[src/rtl/bmc_tx_pkg.sv]
package bmc_tx_pkg;

    localparam int SAMPLE_W  = 24;
    localparam int PRE_CELLS = 8;
    localparam int PAY_BITS  = SAMPLE_W + 4;
    localparam int SUB_CELLS = PRE_CELLS + 2 * PAY_BITS;
    localparam int CELL_W    = $clog2(SUB_CELLS);
    localparam int BITPOS_W  = $clog2(PAY_BITS);

    typedef enum logic [1:0] {
        PRE_BLOCK = 2'd0,
        PRE_LEFT  = 2'd1,
        PRE_RIGHT = 2'd2
    } pre_kind_e;

    typedef struct packed {
        logic                status;
        logic                user;
        logic                valid;
        logic [SAMPLE_W-1:0] smp;
    } chan_word_t;

    // bit 0 is the first payload bit on the line
    typedef struct packed {
        logic                parity;
        logic                status;
        logic                user;
        logic                valid;
        logic [SAMPLE_W-1:0] smp;
    } payload_t;

    // bit i of the result is preamble cell i
    function automatic logic [PRE_CELLS-1:0] pre_pattern(input pre_kind_e kind);
        logic [PRE_CELLS-1:0] pat;
        case (kind)
            PRE_BLOCK: pat = 8'b0001_0111;
            PRE_LEFT:  pat = 8'b0100_0111;
            PRE_RIGHT: pat = 8'b0010_0111;
            default:   pat = 8'b0100_0111;
        endcase
        return pat;
    endfunction

    function automatic payload_t pack_payload(input chan_word_t w);
        payload_t p;
        p.smp    = w.smp;
        p.valid  = w.valid;
        p.user   = w.user;
        p.status = w.status;
        p.parity = ^w;
        return p;
    endfunction

endpackage

[src/rtl/bmc_tx_seq.sv]
module bmc_tx_seq
    import bmc_tx_pkg::*;
#(
    parameter int FRAMES_PER_BLOCK = 192
) (
    input  logic              clk,
    input  logic              rst,
    input  logic              cell_en,
    output logic [CELL_W-1:0] cell_idx,
    output logic              chan_b,
    output logic              block_start,
    output logic              sample_req
);

    localparam int FRAME_W = $clog2(FRAMES_PER_BLOCK);
    localparam logic [FRAME_W-1:0] FRAME_LAST = FRAME_W'(FRAMES_PER_BLOCK - 1);
    localparam logic [CELL_W-1:0]  CELL_LAST  = CELL_W'(SUB_CELLS - 1);

    logic [FRAME_W-1:0] frame_q;
    logic               sub_end;

    assign sub_end     = (cell_idx == CELL_LAST);
    assign block_start = (frame_q == '0);

    always_ff @(posedge clk) begin
        if (rst) begin
            cell_idx   <= '0;
            chan_b     <= 1'b0;
            frame_q    <= '0;
            sample_req <= 1'b0;
        end else begin
            sample_req <= cell_en && chan_b && (cell_idx == '0);
            if (cell_en) begin
                cell_idx <= sub_end ? '0 : cell_idx + 1'b1;
                if (sub_end) begin
                    chan_b <= ~chan_b;
                    if (chan_b) begin
                        frame_q <= (frame_q == FRAME_LAST) ? '0 : frame_q + 1'b1;
                    end
                end
            end
        end
    end

    p_req_single_r9: assert property (@(posedge clk) disable iff (rst)
        sample_req |=> !sample_req);

    p_req_after_right_r9: assert property (@(posedge clk) disable iff (rst)
        sample_req |-> (chan_b && cell_idx == CELL_W'(1)));

    p_chan_swap_r2: assert property (@(posedge clk) disable iff (rst)
        (cell_en && sub_end) |=> (chan_b != $past(chan_b)));

    p_idle_hold_r10: assert property (@(posedge clk) disable iff (rst)
        !cell_en |=> $stable(cell_idx));

    p_frame_range_r7: assert property (@(posedge clk) disable iff (rst)
        frame_q <= FRAME_LAST);

endmodule

[src/rtl/bmc_tx_load.sv]
module bmc_tx_load
    import bmc_tx_pkg::*;
(
    input  logic       clk,
    input  logic       rst,
    input  logic       load,
    input  logic       chan_b,
    input  chan_word_t left_w,
    input  chan_word_t right_w,
    output payload_t   pay_q
);

    chan_word_t sel_w;

    assign sel_w = chan_b ? right_w : left_w;

    always_ff @(posedge clk) begin
        if (rst) begin
            pay_q <= '0;
        end else if (load) begin
            pay_q <= pack_payload(sel_w);
        end
    end

    p_even_parity_r6: assert property (@(posedge clk) disable iff (rst)
        ($countones(pay_q) % 2) == 0);

    p_hold_r8: assert property (@(posedge clk) disable iff (rst)
        !load |=> $stable(pay_q));

endmodule

[src/rtl/bmc_tx_enc.sv]
module bmc_tx_enc
    import bmc_tx_pkg::*;
(
    input  logic              clk,
    input  logic              rst,
    input  logic              cell_en,
    input  logic [CELL_W-1:0] cell_idx,
    input  logic              chan_b,
    input  logic              block_start,
    input  payload_t          pay_q,
    output logic              line
);

    localparam int PAD_W = 1 << BITPOS_W;

    pre_kind_e            kind;
    logic [PRE_CELLS-1:0] pat;
    logic                 inv_q;
    logic                 inv;
    logic                 in_pre;
    logic [CELL_W-1:0]    rel;
    logic [BITPOS_W-1:0]  bit_pos;
    logic [PAD_W-1:0]     pay_pad;
    logic                 cur_bit;
    logic                 next_cell;

    always_comb begin
        if (chan_b)           kind = PRE_RIGHT;
        else if (block_start) kind = PRE_BLOCK;
        else                  kind = PRE_LEFT;
    end

    assign pat     = pre_pattern(kind);
    assign in_pre  = (cell_idx < CELL_W'(PRE_CELLS));
    assign inv     = (cell_idx == '0) ? line : inv_q;
    assign rel     = cell_idx - CELL_W'(PRE_CELLS);
    assign bit_pos = rel[CELL_W-1:1];
    assign pay_pad = PAD_W'(pay_q);
    assign cur_bit = pay_pad[bit_pos];

    always_comb begin
        if (in_pre) begin
            next_cell = pat[cell_idx[2:0]] ^ inv;
        end else if (!cell_idx[0]) begin
            next_cell = ~line;
        end else begin
            next_cell = cur_bit ? ~line : line;
        end
    end

    always_ff @(posedge clk) begin
        if (rst) begin
            line  <= 1'b0;
            inv_q <= 1'b0;
        end else if (cell_en) begin
            line <= next_cell;
            if (cell_idx == '0) begin
                inv_q <= line;
            end
        end
    end

    p_line_hold_r10: assert property (@(posedge clk) disable iff (rst)
        !cell_en |=> $stable(line));

    p_pre_edge_r3: assert property (@(posedge clk) disable iff (rst)
        (cell_en && cell_idx == '0) |=> (line != $past(line)));

    p_bit_edge_r4: assert property (@(posedge clk) disable iff (rst)
        (cell_en && !in_pre && !cell_idx[0]) |=> (line != $past(line)));

endmodule

[src/rtl/bmc_subframe_tx.sv]
module bmc_subframe_tx
    import bmc_tx_pkg::*;
#(
    parameter int FRAMES_PER_BLOCK = 192
) (
    input  logic                clk,
    input  logic                rst,
    input  logic                cell_en,
    input  logic [SAMPLE_W-1:0] left_sample,
    input  logic                left_valid,
    input  logic                left_user,
    input  logic                left_status,
    input  logic [SAMPLE_W-1:0] right_sample,
    input  logic                right_valid,
    input  logic                right_user,
    input  logic                right_status,
    output logic                line_out,
    output logic                sample_req
);

    logic [CELL_W-1:0] cell_idx;
    logic              chan_b;
    logic              block_start;
    chan_word_t        left_w;
    chan_word_t        right_w;
    payload_t          pay_q;

    assign left_w  = '{status: left_status,  user: left_user,  valid: left_valid,  smp: left_sample};
    assign right_w = '{status: right_status, user: right_user, valid: right_valid, smp: right_sample};

    bmc_tx_seq #(
        .FRAMES_PER_BLOCK(FRAMES_PER_BLOCK)
    ) u_seq (
        .clk        (clk),
        .rst        (rst),
        .cell_en    (cell_en),
        .cell_idx   (cell_idx),
        .chan_b     (chan_b),
        .block_start(block_start),
        .sample_req (sample_req)
    );

    bmc_tx_load u_load (
        .clk    (clk),
        .rst    (rst),
        .load   (cell_en && cell_idx == '0),
        .chan_b (chan_b),
        .left_w (left_w),
        .right_w(right_w),
        .pay_q  (pay_q)
    );

    bmc_tx_enc u_enc (
        .clk        (clk),
        .rst        (rst),
        .cell_en    (cell_en),
        .cell_idx   (cell_idx),
        .chan_b     (chan_b),
        .block_start(block_start),
        .pay_q      (pay_q),
        .line       (line_out)
    );

    p_reset_low_r1: assert property (@(posedge clk)
        $past(rst) |-> (!line_out && !sample_req));

endmodule

[config.mk]
export PLATFORM = sky130hd
export DESIGN_NAME = bmc_subframe_tx
export DESIGN_NICKNAME = d
export VERILOG_FILES = /design/src/rtl/bmc_tx_pkg.sv /design/src/rtl/bmc_tx_seq.sv /design/src/rtl/bmc_tx_load.sv /design/src/rtl/bmc_tx_enc.sv /design/src/rtl/bmc_subframe_tx.sv
export SDC_FILE = /design/constraint.sdc
export NUM_CORES = 1
export LEC_CHECK = 0
export BUFFER_PORTS_ARGS = -buffer_cell sky130_fd_sc_hd__buf_2
export CELL_PAD_IN_SITES_DETAIL_PLACEMENT = 1
export CELL_PAD_IN_SITES_GLOBAL_PLACEMENT = 1
export CORE_MARGIN = 2
export CORE_UTILIZATION = 45
export DETAILED_ROUTE_END_ITERATION = 6
export PLACE_DENSITY = 0.95
export SETUP_SLACK_MARGIN = 0.15
export SYNTH_ARGS = -nofsm -noshare
export SYNTH_HDL_FRONTEND = slang
export SYNTH_SLANG_ARGS = --single-unit
[constraint.sdc]
create_clock -name clk -period 4.39 [get_ports clk]
set_input_delay 0.439 -clock clk [delete_from_list [all_inputs] [get_ports clk]]
set_output_delay 0.439 -clock clk [all_outputs]
set_load 0.05 [all_outputs]
==> results.md <==
* Status: completed
* Top FF cell, synth: dfxtp_1
* Remaining Overflow, GRT at 0
* Peak supply drop at 0.000159 V
* Max-cap violation count at 0
* Die X at 83.7 um
* Routed Antenna Nets at 0
* GPL Wtd Cong at 0.797
* Final Critical Period at 2.85 ns
* Starting density of the core at 45.8%
* Die area at 7000 um2
* Root buf cell: clkbuf_8
* Final net count at 411
* Clock network power share at 35.0%
* Async set-reset flop share out of synthesis at 0%
* DRC violations left at 0
* CP max FO at 23
* Post-CTS Hold Buffers at 0
* Initial antenna violation count at 0
* Core area at 6240 um2
* Crit path DAT at 3.04 ns
* WL per Instance at 17.1 um
* IO buf count at 58
* Hold Path Class: in -> reg
* H-tree levels at 2
* Top Ports at 59
* Area occupied by multi-input gates at 1820 um2
* Top post-synthesis cells by area: dfxtp_1, mux2i_1, xor2_1
* Top-count cell post-synth: dfxtp_1
* Post-Syn Instances at 301
* EDFF count, synth at 0
* RSZ-0062 raised after global routing: false
* GRT Total Usage at 21.4%
* Pwr Total at 1.12 mW
* TritonCTS sink count at 46
* Top-area cell type share of the netlist area at 32.2%
* Reg power frac at 43.0%
* Worst hold endpoint: u_enc.line
* Yosys top cell by area: dfxtp_1
* Worst-case clock skew at 0.00717 ns
* Layout area overhead at 16.1%
* Largest net degree at the start of global routing at 43
* Pleak at 1.26 nW
* Register area share after synthesis at 32.2%
* CTS clk-pin slew, worst paths at 0.09 ns
* Hold Path Depth at 2
* Int Pwr at 0.815 mW
* Row count at 29
* Antenna cells at 0
* Reg2reg end: u_load.pay_q[10]
* Slew Viols, Final at 0
* Reg2Reg Depth at 7
* Number of detailed-route iterations in the first pass at 4
* Register area at 922 um2
* YS warnings at 0
* TritonCTS clock tree: yes
* Postcts setup bufs at 0
* Vias per cell at 5.57
* Final period utilization at 64.8%
* DRT iter0 DRCs at 58
* Synth top cells by count: dfxtp_1, mux2i_1, nor2_1
* Worst-skew pair later-pin latency at 0.31 ns
* CP endpoint kind: register
* Final Hold Violating Endpoints at 0
* Mean Syn Cell Area at 9.49 um2
* Pwr Density at 336 nW/um2
* Routed WL at 7280 um
* DIE HEIGHT at 83.7 um
* Endpoints failing setup at 0
* Startpoint Class: register
* Longest Clk Path Bufs at 2
* FMAX at 351 MHz
* First-pass GRT wire length at 12,100 um
* Max transition margin at 16.7%
* Fraction of layout cells with a size suffix above 1 at 21.2%
* Post-CTS Resized at 0
* Post-synth cell types at 33
* Synthesized Nets at 364
* Sw frac at 27.0%
* Routed vias at 2,373
* Synthesized cell area at 2860 um2
* Setup slack, reg-to-reg at 1.54 ns
* Num CTS Buffers at 5
* Fillers at 743
* Worst r2r src: u_seq.cell_idx[1]
* Slew @ Worst Pin at 1.24 ns
* Setup Crit Path Kind: reg -> reg
* Required @ worst endpoint at 4.59 ns
* Comb pwr share at 22.1%
* Dpl hpwl at 5750 um
* Switching power at 0.301 mW
* Sum Neg Setup Slack at 0 ns
* Yosys reg bits at 46
* Vias in the first global route at 2,544
* Worst Hold Launch: cell_en
## stage by stage
| step | worst slack, ns | cell area, um2 | util (%) | hold slack [ns] | cells |
|---|---|---|---|---|---|
| final | 1.54 | 3320 | 53.1 | 0.485 | 426 |
| after global routing | 1.32 | 3320 | 53.1 | 0.494 | 426 |
| after CTS | 1.55 | 3320 | 53.1 | 0.481 | 426 |
| after detailed placement | 1.59 | 3170 | 50.9 | 0.493 | 418 |
| after global placement | 1.88 | 3170 | 50.9 | 0.480 | 418 |
| after floorplan | 2.19 | 2860 | - | 0.452 | 301 |
## power groups by stage
stage / logic (mW) / registers [mW] / clock network [mW]
2_1_floorplan: 0.175 / 0.478 / 0
3_3_place_gp: 0.228 / 0.485 / 0
3_5_place_dp: 0.247 / 0.489 / 0
4_1_cts: 0.248 / 0.479 / 0.395
5_1_grt: 0.269 / 0.483 / 0.412
6_report: 0.246 / 0.479 / 0.390
## cells in the final DEF (no fill, tap or decap), drive strengths merged, types with 2 or more instances in the layout
cell type | netlist | routed
buf | 11 | 61
dfxtp | 46 | 46
mux2i | 45 | 45
nor2 | 45 | 45
xor2 | 29 | 29
a211oi | 27 | 27
xnor2 | 24 | 24
nand2 | 11 | 11
mux4 | 8 | 8
nor3 | 7 | 7
inv | 6 | 6
ha | 6 | 6
clkbuf | 10 | 6
a21oi | 4 | 4
nand3 | 3 | 3
nand4 | 3 | 3
or3 | 2 | 2
bufinv | 0 | 2
## logic make-up (layout without fill, tap and decap cells)
kind of cell / Yosys count / count (layout) / synth area share (%)
compound gates: 39 / 39 / 10.0
xor+xnor: 53 / 53 / 16.2
flops: 46 / 46 / 32.2
fa+ha+maj: 6 / 6 / 2.63
buf+inv: 27 / 75 / 4.25
simple gates: 77 / 77 / 11.8
mux: 53 / 53 / 22.9
## worst max-delay path: stages, from the launching register on
cell and delay [ns]:
dfxtp_1 0.44, inv_1 0.20, ha_1 0.26, nand2_1 0.09, nor3_2 0.94, buf_4 0.42, nor2_1 0.07, a211oi_1 0.31
## state kept, by name, indices dropped and copies added, names as in the netlist
| signal | cells |
|---|---|
| u_load.pay_q | 28 |
| u_enc.line | 1 |
| u_seq.sample_req | 1 |
| u_seq.cell_idx | 6 |
| u_enc.inv_q | 1 |
| u_seq.frame_q | 8 |
| u_seq.chan_b | 1 |
## metal layers
metal,wire [um],track usage [%]
met4,117,6.16
met5,0,0
met2,3900,39.9
met1,2970,24.8
met3,296,3.76
## final cells by class
class | instances | area share, %
tap | 77 | 2.90
sequential | 46 | 27.8
timing repair buffer | 61 | 9.43
inverter | 6 | 0.679
clock inverter | 2 | 1.81
multi-input combinational | 228 | 54.9
clock buffer | 6 | 2.49
## worst max path at each step
| stage | depth (start not counted) | end | slack [ns] | from |
|---|---|---|---|---|
| CTS | 7 | u_load.pay_q[10] | 1.55 | u_seq.cell_idx[1] |
| finish | 7 | u_load.pay_q[10] | 1.54 | u_seq.cell_idx[1] |
| detailed placement | 7 | u_load.pay_q[10] | 1.59 | u_seq.cell_idx[1] |
| global route | 7 | u_load.pay_q[10] | 1.32 | u_seq.cell_idx[1] |
| global placement | 7 | u_load.pay_q[27] | 1.88 | u_seq.cell_idx[1] |
| floorplan | 9 | u_enc.line | 2.19 | u_seq.cell_idx[3] |
(Power assumes the default switching activity.)
